<file path="src/rtl/mmp_pkg.sv">
package mmp_pkg;

    typedef struct packed {
        logic band_hi;
        logic base;
    } mmp_ctl_t;

    typedef enum logic {
        CORE_DIV2 = 1'b0,
        CORE_DIV3 = 1'b1
    } core_mode_e;

    // mode term: NAND of (not base) and chain-at-last-state, inverted in high band
    function automatic core_mode_e core_mode(mmp_ctl_t c, logic chain_last);
        logic mc;
        mc = ~((~c.base) & chain_last);
        return c.band_hi ? (mc ? CORE_DIV3 : CORE_DIV2)
                         : (mc ? CORE_DIV2 : CORE_DIV3);
    endfunction

    // expected period length, used by the checker only
    function automatic int period_len(mmp_ctl_t c, int stages);
        int runs;
        runs = 1 << stages;
        if (c.band_hi)
            return 3 * runs - (c.base ? 0 : 1);
        else
            return 2 * runs + (c.base ? 0 : 1);
    endfunction

endpackage

</file>
<file path="src/rtl/mmp_dual_core.sv">
module mmp_dual_core
    import mmp_pkg::*;
(
    input  logic       clk,
    input  logic       rst,
    input  core_mode_e mode,
    output logic       core_tick
);
    localparam int CW = 2;

    logic [CW-1:0] cnt_q;
    logic          at_end;

    always_comb begin
        if (mode == CORE_DIV3)
            at_end = (cnt_q == CW'(2));
        else
            at_end = (cnt_q == CW'(1));
    end

    always_ff @(posedge clk) begin
        if (rst)
            cnt_q <= '0;
        else if (at_end)
            cnt_q <= '0;
        else
            cnt_q <= cnt_q + CW'(1);
    end

    assign core_tick = at_end;

    assert_core_bound_R2: assert property (@(posedge clk) disable iff (rst)
        cnt_q != CW'(3));

    assert_core_third_R3: assert property (@(posedge clk) disable iff (rst)
        (cnt_q == CW'(2)) |-> (mode == CORE_DIV3));

endmodule

</file>
<file path="src/rtl/mmp_bin_chain.sv">
module mmp_bin_chain #(
    parameter int STAGES = 4
) (
    input  logic              clk,
    input  logic              rst,
    input  logic              adv,
    output logic [STAGES-1:0] state,
    output logic              all_ones
);
    logic [STAGES:0] carry;

    assign carry[0] = adv;

    for (genvar i = 0; i < STAGES; i++) begin : g_stage
        logic bit_q;
        always_ff @(posedge clk) begin
            if (rst)
                bit_q <= 1'b0;
            else if (carry[i])
                bit_q <= ~bit_q;
        end
        assign carry[i+1] = carry[i] & bit_q;
        assign state[i]   = bit_q;
    end

    assign all_ones = &state;

endmodule

</file>
<file path="src/rtl/mmp_quad_prescaler.sv">
module mmp_quad_prescaler
    import mmp_pkg::*;
#(
    parameter int CHAIN_STAGES = 4
) (
    input  logic clk,
    input  logic rst,
    input  logic band_hi,
    input  logic base_ratio,
    output logic tick_out
);
    localparam int MAX_LEN = 3 << CHAIN_STAGES;

    mmp_ctl_t              ctl_q;
    core_mode_e            mode;
    logic                  core_tick;
    logic [CHAIN_STAGES-1:0] chain_state;
    logic                  chain_last;
    logic                  period_end;
    logic                  tick_q;

    assign mode       = core_mode(ctl_q, chain_last);
    assign period_end = core_tick & chain_last;

    mmp_dual_core u_core (
        .clk       (clk),
        .rst       (rst),
        .mode      (mode),
        .core_tick (core_tick)
    );

    mmp_bin_chain #(.STAGES(CHAIN_STAGES)) u_chain (
        .clk      (clk),
        .rst      (rst),
        .adv      (core_tick),
        .state    (chain_state),
        .all_ones (chain_last)
    );

    always_ff @(posedge clk) begin
        if (rst) begin
            ctl_q  <= '{band_hi: band_hi, base: base_ratio};
            tick_q <= 1'b0;
        end else begin
            tick_q <= period_end;
            if (period_end)
                ctl_q <= '{band_hi: band_hi, base: base_ratio};
        end
    end

    assign tick_out = tick_q;

    // checker: cycles elapsed in the current period
    int gap_q;
    always_ff @(posedge clk) begin
        if (rst)
            gap_q <= 0;
        else if (period_end)
            gap_q <= 0;
        else if (gap_q < MAX_LEN)
            gap_q <= gap_q + 1;
    end

    assert_period_len_R5: assert property (@(posedge clk) disable iff (rst)
        period_end |-> (gap_q + 1 == period_len(ctl_q, CHAIN_STAGES)));

    assert_ctl_hold_R6: assert property (@(posedge clk) disable iff (rst)
        !period_end |=> $stable(ctl_q));

    assert_single_pulse_R7: assert property (@(posedge clk) disable iff (rst)
        tick_out |=> !tick_out);

    assert_low_base_div2_R2: assert property (@(posedge clk) disable iff (rst)
        (!ctl_q.band_hi && ctl_q.base) |-> (mode == CORE_DIV2));

    assert_high_base_div3_R4: assert property (@(posedge clk) disable iff (rst)
        (ctl_q.band_hi && ctl_q.base) |-> (mode == CORE_DIV3));

endmodule

</file>
<file path="config.mk">
export PLATFORM = sky130hd
export DESIGN_NAME = mmp_quad_prescaler
export DESIGN_NICKNAME = d
export VERILOG_FILES = /design/src/rtl/mmp_pkg.sv /design/src/rtl/mmp_dual_core.sv /design/src/rtl/mmp_bin_chain.sv /design/src/rtl/mmp_quad_prescaler.sv
export SDC_FILE = /design/constraint.sdc
export NUM_CORES = 1
export LEC_CHECK = 0
export ABC_AREA = 1
export BUFFER_PORTS_ARGS = -buffer_cell sky130_fd_sc_hd__buf_2
export CORE_MARGIN = 2
export CORE_UTILIZATION = 30
export CTS_CLUSTER_SIZE = 28
export DETAILED_ROUTE_END_ITERATION = 6
export PLACE_DENSITY_LB_ADDON = 0.12
export SETUP_SLACK_MARGIN = 0.1
export SLEW_MARGIN = 10
export SYNTH_ARGS = -nofsm -noshare
export SYNTH_HDL_FRONTEND = slang
export SYNTH_SLANG_ARGS = --single-unit
</file>
<file path="constraint.sdc">
create_clock -name clk -period 1.2 [get_ports clk]
set_input_delay 0.06 -clock clk [delete_from_list [all_inputs] [get_ports clk]]
set_output_delay 0.06 -clock clk [all_outputs]
set_load 0.02 [all_outputs]
</file>
==> results of run 1 <==
[stage by stage]
step	total power (W)	instances
after floorplan	0.0004004	49
after global placement	0.0004403	78
after detailed placement	0.0004417	78
after CTS	0.0006943	85
after global routing	0.0007213	85
final	0.0006826	85
[cell usage after synthesis]
cell	count
nor2_1	11
dfxtp_1	7
nand2_1	7
inv_1	5
nand2_2	5
nand3_1	3
nand3_2	3
a21oi_1	2
edfxtp_1	2
a21oi_2	1
inv_2	1
nand2_4	1
nor2_4	1
[layout make-up]
type	count	area, um2
repair buffers	17	128.9
fillers	125	679.4
inverters	6	22.52
well taps	15	18.77
multi-input cells	34	205.2
clock buffers	4	26.28
flip-flops and latches	9	203.9
[metal layers]
layer  up-vias  global-route usage  wire [um]
li1        195                   -          -
met1       157              0.1229        366
met2         3              0.1836        375
met3         2             0.04891         21
met4         0              0.1250         12
met5         -                   0          0
[critical path, stage by stage, from the launching register on]
cell and delay, ns:
edfxtp_1 0.42, nor2_4 0.13, nand2_2 0.08, nand2_2 0.08, nand3_4 0.07, nand2_4 0.10, nand2_4 0.06, nand2_4 0.07
[cell families (layout without fill, tap and decap cells)]
logic type / count (synthesis) / after routing / share of synthesized area
simple gates: 31 / 31 / 0.4080
buf+inv: 6 / 27 / 0.05521
compound gates: 3 / 3 / 0.04602
flops: 9 / 9 / 0.4908
[state kept, by name, summed over array words and instances (netlist names)]
signal                 cells
tick_out                   1
u_chain.g_stage.bit_q      4
u_core.cnt_q               2
ctl_q                      2
[power groups by stage]
| stage | Sequential [W] | Combinational, W | Clock (W) |
|---|---|---|---|
| 2_1_floorplan | 0.000346 | 0.0000542 | 0 |
| 3_3_place_gp | 0.000347 | 0.0000936 | 0 |
| 3_5_place_dp | 0.000347 | 0.0000945 | 0 |
| 4_1_cts | 0.000340 | 0.000107 | 0.000247 |
| 5_1_grt | 0.000343 | 0.000122 | 0.000256 |
| 6_report | 0.000341 | 0.000110 | 0.000232 |
[final timing paths]
path	to	slack, ns	depth (start not counted)
max	ctl_q[1]$_DFFE_PP_	-0.09	7
min	u_core.cnt_q[0]$_SDFF_PP0_	0.44	1
max reg2reg	ctl_q[1]$_DFFE_PP_	-0.09	7
min reg2reg	u_core.cnt_q[0]$_SDFF_PP0_	0.44	1
[what timing repair did]
action | CTS | global route
hold buffers | 3 | 0
hold endpoints to repair | 3 | 0
gates cloned | 0 | 0
resized for setup | 4 | 2
endpoints found under the setup margin | 9 | 9
==> impl_metrics.csv, run 1 <==
group,metric,value,unit
final_layout,antennaDiodeCount,0,
yosys,yosys_warnings,0,
worst_setup_path,critPathLaunch,"ctl_q[0]$_DFFE_PP_",
timing,slew_headroom,0.8396,
power_and_ir_drop,p_switching,0.0001691,W
clock_network,cts-root-buf,"clkbuf_4",
yosys,postSynthCellCount,49,
die,core,1285,um2
route,via_per_inst,4.200,
clock_network,cts.path.max_buffers,2,
die,start_util,0.3174,
clock_network,cts_tree,"yes",
die,die_height,40.88,um
route,dr.pass1.iters,4,
final_layout,layout_common_cells,"11 x nor2_1, 9 x buf_4, 6 x nand2_1",
yosys,syn_area_per_cell,8.324,um2
final_layout,area_growth,48.47,%
route,wl_per_cell,9.118,um
timing,fin_worst_skew,0.001466,ns
timing,period_share,1.078,
global_routing,grt_antenna_before_repair,0,
run,cap_violations,0,
run_status,violations,"negative setup slack",
timing,rsz0062_at_grt,"true",
final_layout,finish.utilization,0.4713,
route,num_vias,357,
final_layout,final_layout_size_suffix_gt1_frac,0.4714,
die,die_w,40.88,um
clock_network,cts_buffers,3,
yosys,yosysSeqAreaShare,0.4908,
placed_design,dp_hpwl,602.7,um
worst_setup_path,criticalPathCategory,"reg -> reg",
power_and_ir_drop,power_frac_seq,0.499,
timing,layout_setup_ws,-0.09304,ns
worst_setup_path,r2r-start,"ctl_q[0]$_DFFE_PP_",
worst_setup_path,startpoint_type,"flop",
placed_design,post-place-ws,-0.1166,ns
clock_network,clkTransAtPathRegs,0.06,ns
timing,slew_viol_final,0,
timing,tightestPinTransition,0.2396,ns
power_and_ir_drop,p_int,0.0005135,W
yosys,syn_area,407.9,um2
placed_design,io_buffers,4,
clock_network,clock-sinks,9,
die,die_area,1671,um2
yosys,synthTopCellsByArea,"dfxtp_1 34%, edfxtp_1 15%, nor2_1 10%",
route,drt_iter0_drc,8,
final_layout,design_area,605.6,um2
worst_hold_path,min_from,"u_core.cnt_q[0]$_SDFF_PP0_",
worst_hold_path,hold_class,"reg -> reg",
power_and_ir_drop,vdd.ir_drop.worst,0.5379,mV
route,wl,775,um
die,ios,5,
worst_setup_path,worstPathRequired,1.18,ns
yosys,yosysTopAreaCellShare,0.3436,
timing,timing.hold.ws,0.4393,ns
final_layout,layout_commonest_cell,"nor2_1",
power_and_ir_drop,pwr-share-comb,0.161,
power_and_ir_drop,p_leak,0.2764,nW
placed_design,gp_congestion,0.6882,
route,drcViolationCount,0,
yosys,synth-seq-cells,9,
global_routing,grt-ovfl-total,0,
clock_network,clkLatencyLatePin,0.26,ns
worst_setup_path,arrival,1.27,ns
power_and_ir_drop,pwr_density_cell,1127,nW/um2
yosys,synthDistinctLibCells,13,
timing,period_minus_slack,1.293,ns
global_routing,grt_max_degree,6,
clock_network,cts_setup_buffers,0,
timing,hold_viol_final,0,
placed_design,dpl_cell_area,524.3,um2
route,ant_nets,0,
power_and_ir_drop,clkPwrFrac,0.340,
timing,fmax,773.4,MHz
clock_network,cts.htree.levels,1,
global_routing,grt_pass1_vias,298,
die,rows,13,
timing,setup_violations,6,
worst_setup_path,crit_path_max_fanout,4,
yosys,synth_nets,53,
worst_setup_path,endpoint_kind,"flop",
final_layout,nets,75,
global_routing,grt_pass1_wl,1193,um
run_status,status,"complete, but fails checks",
global_routing,grt_usage,0.1220,
power_and_ir_drop,sw_frac_of_total,0.2477,
timing,fin_setup_tns,-0.3862,ns
yosys,synth.largest_area_cell,"dfxtp_1",
(Power assumes the default switching activity.)
==> run 2, diff against run 1 <==
CORE_AREA = 2 2 39 41   (was not set)
CORE_MARGIN = not set   (was 2)
CORE_UTILIZATION = not set   (was 30)
DIE_AREA = 0 0 41 43   (was not set)
==> run 2 against run 1 <==
Compared with the run above: combinational power grew 14%; the flow still finishes with violations (negative setup slack); clock power shrank 2%; highest routed layer unchanged; power grew 1.9%; sequential cell count is the same; largest power group unchanged; fmax grew 2.3%; first-iteration DRC count shrank 63%; global-route usage shrank 0.66 points; non-clock buffer count grew 1.
==> impl_metrics.csv, run 2 (synthesis gave the netlist of run 1 again) <==
group,metric,value,unit
route,num_vias,370,
die,start_util,0.2948,
power_and_ir_drop,p_leak,0.3031,nW
timing,hold_viol_final,0,
die,rows,14,
global_routing,grt_pass1_vias,355,
final_layout,nets,76,
timing,layout_setup_ws,-0.06439,ns
timing,rsz0062_at_grt,"true",
placed_design,post-place-ws,-0.1215,ns
timing,fin_worst_skew,0.004601,ns
clock_network,cts_tree,"yes",
placed_design,io_buffers,4,
final_layout,final_layout_size_suffix_gt1_frac,0.5352,
placed_design,gp_congestion,0.6459,
power_and_ir_drop,pwr_density_cell,1061,nW/um2
worst_setup_path,criticalPathCategory,"reg -> reg",
clock_network,clkTransAtPathRegs,0.06,ns
global_routing,grt_usage,0.1154,
timing,tightestPinTransition,0.2520,ns
placed_design,placed_cells,75,
final_layout,largest_reg_flops,4,
timing,period_share,1.054,
worst_setup_path,arrival,1.24,ns
worst_hold_path,hold_class,"reg -> reg",
die,ios,5,
worst_setup_path,worstPathRequired,1.17,ns
power_and_ir_drop,vdd.ir_drop.worst,0.5609,mV
timing,setup_violations,7,
worst_setup_path,crit_path_max_fanout,3,
global_routing,grt_max_degree,7,
route,via_per_inst,4.253,
die,die_w,41,um
worst_setup_path,startpoint_type,"flop",
die,die_height,43,um
route,wl,768,um
timing,fmax,790.9,MHz
global_routing,grt-ovfl-total,0,
timing,period_minus_slack,1.264,ns
final_layout,finish.utilization,0.4738,
die,die_area,1763,um2
run_status,status,"complete, but fails checks",
final_layout,top_register,"u_chain.g_stage.bit_q",
route,dr.pass1.iters,2,
route,ant_nets,0,
worst_setup_path,reg2reg_slack,-0.06,ns
timing,fin_setup_tns,-0.2494,ns
clock_network,cts.path.max_buffers,2,
power_and_ir_drop,p_total,0.0006958,W
final_layout,antennaDiodeCount,0,
route,drcViolationCount,0,
clock_network,cts.htree.levels,1,
clock_network,cts_buffers,3,
global_routing,grt_pass1_wl,1269,um
final_layout,layout_common_cells,"10 x nor2_1, 10 x buf_4, 5 x nand2_2, 5 x inv_1",
route,wl_per_cell,8.828,um
worst_setup_path,endpoint_kind,"flop",
die,core,1384,um2
clock_network,cts-root-buf,"clkbuf_4",
final_layout,layoutNonFillerInstCount,87,
timing,slew_viol_final,0,
run_status,violations,"negative setup slack",
route,drt_iter0_drc,3,
placed_design,dp_hpwl,529.3,um
timing,slew_headroom,0.8314,
clock_network,clkLatencyLatePin,0.26,ns
run,cap_violations,0,
clock_network,clock-sinks,9,
global_routing,grt_antenna_before_repair,0,
final_layout,reg_top3,"u_chain.g_stage.bit_q (4), ctl_q (2), u_core.cnt_q (2)",
final_layout,area_growth,60.74,%
-- run 2: worst paths after layout --
kind	cells after the start	from	endpoint
max reg2reg	8	u_chain.g_stage[3].bit_q$_SDFFE_PP0P_	ctl_q[1]$_DFFE_PP_
max	8	u_chain.g_stage[3].bit_q$_SDFFE_PP0P_	ctl_q[1]$_DFFE_PP_
min	1	u_core.cnt_q[0]$_SDFF_PP0_	u_core.cnt_q[0]$_SDFF_PP0_
min reg2reg	1	u_core.cnt_q[0]$_SDFF_PP0_	u_core.cnt_q[0]$_SDFF_PP0_
-- run 2: through the flow --
stage / area [um2] / hold WS, ns
after floorplan: 410.4 / 0.1324
after global placement: 508.0 / 0.2301
after detailed placement: 508.0 / 0.2354
after CTS: 618.1 / 0.4502
after global routing: 655.6 / 0.4588
final: 655.6 / 0.4447
-- run 2: per-layer routing --
| metal | part of all wire | global-route usage | vias to the layer above | routed length [um] |
|---|---|---|---|---|
| li1 | - | - | 198 | - |
| met1 | 0.41 | 0.1056 | 166 | 316 |
| met2 | 0.52 | 0.1719 | 4 | 401 |
| met3 | 0.039 | 0.04712 | 2 | 30 |
| met4 | 0.025 | 0.1200 | 0 | 19 |
| met5 | 0 | 0 | - | 0 |
-- run 2: final cells by class --
cell class / instances / area, um2
multi-input combinational: 34 / 237.7
fill: 136 / 728.2
inverter: 6 / 22.52
timing repair buffer: 18 / 145.1
clock buffer: 4 / 26.28
tap: 16 / 20.02
sequential: 9 / 203.9
-- run 2: critical path, stage by stage, from the launching register on --
cell and delay (ns):
dfxtp_2 0.35, nand2_4 0.06, nor2_4 0.12, nand2_2 0.07, nand2_2 0.08, nand3_4 0.08
nand2_4 0.11, nand2_4 0.06, nand2_4 0.07
-- run 2: power breakdown --
group,internal [W],switching (W),total (W),leakage (nW)
logic,0.0000655,0.0000593,0.000125,0.210
registers,0.000330,0.0000140,0.000344,0.0780
clock network,0.000128,0.0000996,0.000227,0.0150
-- run 2: timing repair --
item	CTS	global route
resized for setup	6	6
setup endpoints to repair	7	9
pin swaps	2	1
hold buffers	3	0
endpoints found under the hold margin	3	0
buffers inserted	4	1
==> run 3, diff against run 2 <==
--- a/config.mk
+++ b/config.mk
@@ -10,2 +10,3 @@
 export CORE_AREA = 2 2 39 41
+export CTS_BUF_LIST = sky130_fd_sc_hd__clkbuf_4 sky130_fd_sc_hd__clkbuf_8
 export CTS_CLUSTER_SIZE = 28
==> constraint.sdc (replaced) <==
create_clock -name clk -period 1.2 [get_ports clk]
set_input_delay 0.24 -clock clk [delete_from_list [all_inputs] [get_ports clk]]
set_output_delay 0.24 -clock clk [all_outputs]
set_load 0.02 [all_outputs]
==> run 3 against run 2 <==
Compared with the run above: the run still ends with negative setup slack left; register-to-register slack about the same; die area unchanged; final cell count down 3.4%; sequential cell count stayed put; clock skew fell by 0.0035 ns; critical endpoint unchanged; sequential share of layout area is 1.3 points higher; clock power increased by 11%; critical path type unchanged; critical path depth unchanged; sequential power hardly changed.
==> impl_metrics.csv, run 3 (synthesis gave the netlist of run 1 again) <==
group,metric,value,unit
timing,rsz0062_at_grt,"true",
clock_network,clock-sinks,9,
worst_setup_path,path_cells,"nand2_4 > nor2_4 > nand2_2 > nand2_2 > nand3_4 > nand2_4 > nand2_4 > nand2_4",
final_layout,nets,73,
timing,slew_headroom,0.8314,
power_and_ir_drop,vdd.ir_drop.worst,0.5567,mV
final_layout,finish.utilization,0.4548,
die,rows,14,
route,num_vias,357,
timing,slew_viol_final,0,
global_routing,grt_antenna_before_repair,0,
timing,fin_worst_skew,0.001115,ns
die,ios,5,
clock_network,cts-root-buf,"clkbuf_4",
global_routing,grt_usage,0.1063,
route,ant_nets,0,
die,core,1384,um2
clock_network,clkLatencyLatePin,0.25,ns
worst_hold_path,hold_class,"in -> reg",
clock_network,cts_tree,"yes",
worst_setup_path,endpoint_kind,"flop",
global_routing,grt_max_degree,7,
timing,tightestPinTransition,0.2520,ns
route,drt_iter0_drc,5,
worst_setup_path,crit_path_max_fanout,3,
route,dr.pass1.iters,2,
worst_setup_path,arrival,1.24,ns
worst_setup_path,slowest_delay,0.35,ns
placed_design,dpl_cell_area,508.0,um2
timing,period_share,1.052,
final_layout,design_area,629.4,um2
clock_network,clkTransAtPathRegs,0.06,ns
timing,hold_viol_final,0,
route,wl,713,um
clock_network,cts_buffers,3,
clock_network,cts.htree.levels,1,
final_layout,top_register,"u_chain.g_stage.bit_q",
global_routing,grt_pass1_wl,1179,um
worst_setup_path,cpMaxStageDelayCell,"dfxtp_2",
die,die_area,1763,um2
worst_setup_path,reg2reg_slack,-0.06,ns
run,cap_violations,0,
clock_network,cts.path.max_buffers,2,
clock_network,cts_hold_buf,0,
die,die_height,43,um
worst_setup_path,crit_family,"simple AND/OR/NAND/NOR gates",
power_and_ir_drop,p_leak,0.2939,nW
run_status,status,"complete, but fails checks",
worst_setup_path,startpoint_type,"flop",
timing,fmax,792.3,MHz
route,drcViolationCount,0,
final_layout,reg_top3,"u_chain.g_stage.bit_q (4), ctl_q (2), u_core.cnt_q (2)",
worst_setup_path,worstPathRequired,1.18,ns
run_status,violations,"negative setup slack",
die,start_util,0.2948,
placed_design,dp_hpwl,529.3,um
final_layout,final_layout_size_suffix_gt1_frac,0.5735,
final_layout,layout_common_cells,"10 x nor2_1, 10 x buf_4, 5 x nand2_2, 5 x inv_1",
worst_setup_path,criticalPathCategory,"reg -> reg",
timing,setup_violations,7,
power_and_ir_drop,pwr_density_cell,1130,nW/um2
final_layout,largest_reg_flops,4,
final_layout,area_growth,54.29,%
timing,layout_setup_ws,-0.06220,ns
route,wl_per_cell,8.488,um
global_routing,grt-ovfl-total,0,
global_routing,grt_pass1_vias,329,
route,via_per_inst,4.250,
worst_setup_path,path_common_cell,"nand2_4",
final_layout,antennaDiodeCount,0,
die,die_w,41,um
worst_setup_path,cp.buffers_inverters,0,
timing,period_minus_slack,1.262,ns
placed_design,io_buffers,4,
placed_design,gp_congestion,0.6459,
## run 3: area by class of cell
type	count	area [um2]
fillers	133	754.5
multi-input cells	34	237.7
flip-flops and latches	9	203.9
repair buffers	15	115.1
clock buffers	4	30.03
inverters	6	22.52
well taps	16	20.02
## run 3: power by group
| part | internal (W) | switching [W] | leakage, nW | total, W |
|---|---|---|---|---|
| clock | 0.000150 | 0.000100 | 0.0184 | 0.000251 |
| sequential | 0.000330 | 0.0000141 | 0.0780 | 0.000344 |
| combinational | 0.0000591 | 0.0000577 | 0.197 | 0.000117 |
| total | 0.000539 | 0.000172 | 0.294 | 0.000711 |
## run 3: repair_timing
action                     CTS  global route
setup buffers                4             1
gates resized for setup      6             6
gates cloned                 0             0
pin swaps                    2             1
setup endpoints to repair    7             9
## run 3: path summary, 6_finish.rpt
| path | from | depth (start not counted) | to |
|---|---|---|---|
| worst min-delay path | rst | 2 | tick_out$_SDFF_PP0_ |
| worst max-delay path | u_chain.g_stage[2].bit_q$_SDFFE_PP0P_ | 8 | ctl_q[1]$_DFFE_PP_ |
| worst max register to register | u_chain.g_stage[2].bit_q$_SDFFE_PP0P_ | 8 | ctl_q[1]$_DFFE_PP_ |
| worst min register to register | u_core.cnt_q[0]$_SDFF_PP0_ | 1 | u_core.cnt_q[0]$_SDFF_PP0_ |
## run 3: worst reg2reg max path, cell delays in order, from the launching register on
cell	delay, ns
dfxtp_2	0.35
nand2_4	0.06
nor2_4	0.12
nand2_2	0.07
nand2_2	0.08
nand3_4	0.08
nand2_4	0.11
nand2_4	0.06
nand2_4	0.07
## run 3: metrics by stage
stage               hold slack, ns  instances  worst slack (ns)  total power (W)  TNS [ns]
finish                      0.1540         84          -0.06220        0.0007112   -0.2565
global route                0.1494         84           -0.1358        0.0007563   -0.9192
CTS                         0.1414         83          -0.07560        0.0007144   -0.3352
detailed placement          0.4154         75           -0.1215        0.0004384   -0.4720
global placement            0.4101         75          -0.09720        0.0004379   -0.3393
floorplan                   0.3124         49          -0.06167        0.0004004   -0.1233
## run 3: metal layers
metal / track usage / vias up / wire length [um]
li1: - / 191 / -
met1: 0.1023 / 160 / 316
met2: 0.1563 / 4 / 358
met3: 0.04712 / 2 / 21
met4: 0.1000 / 0 / 17
met5: 0 / - / 0
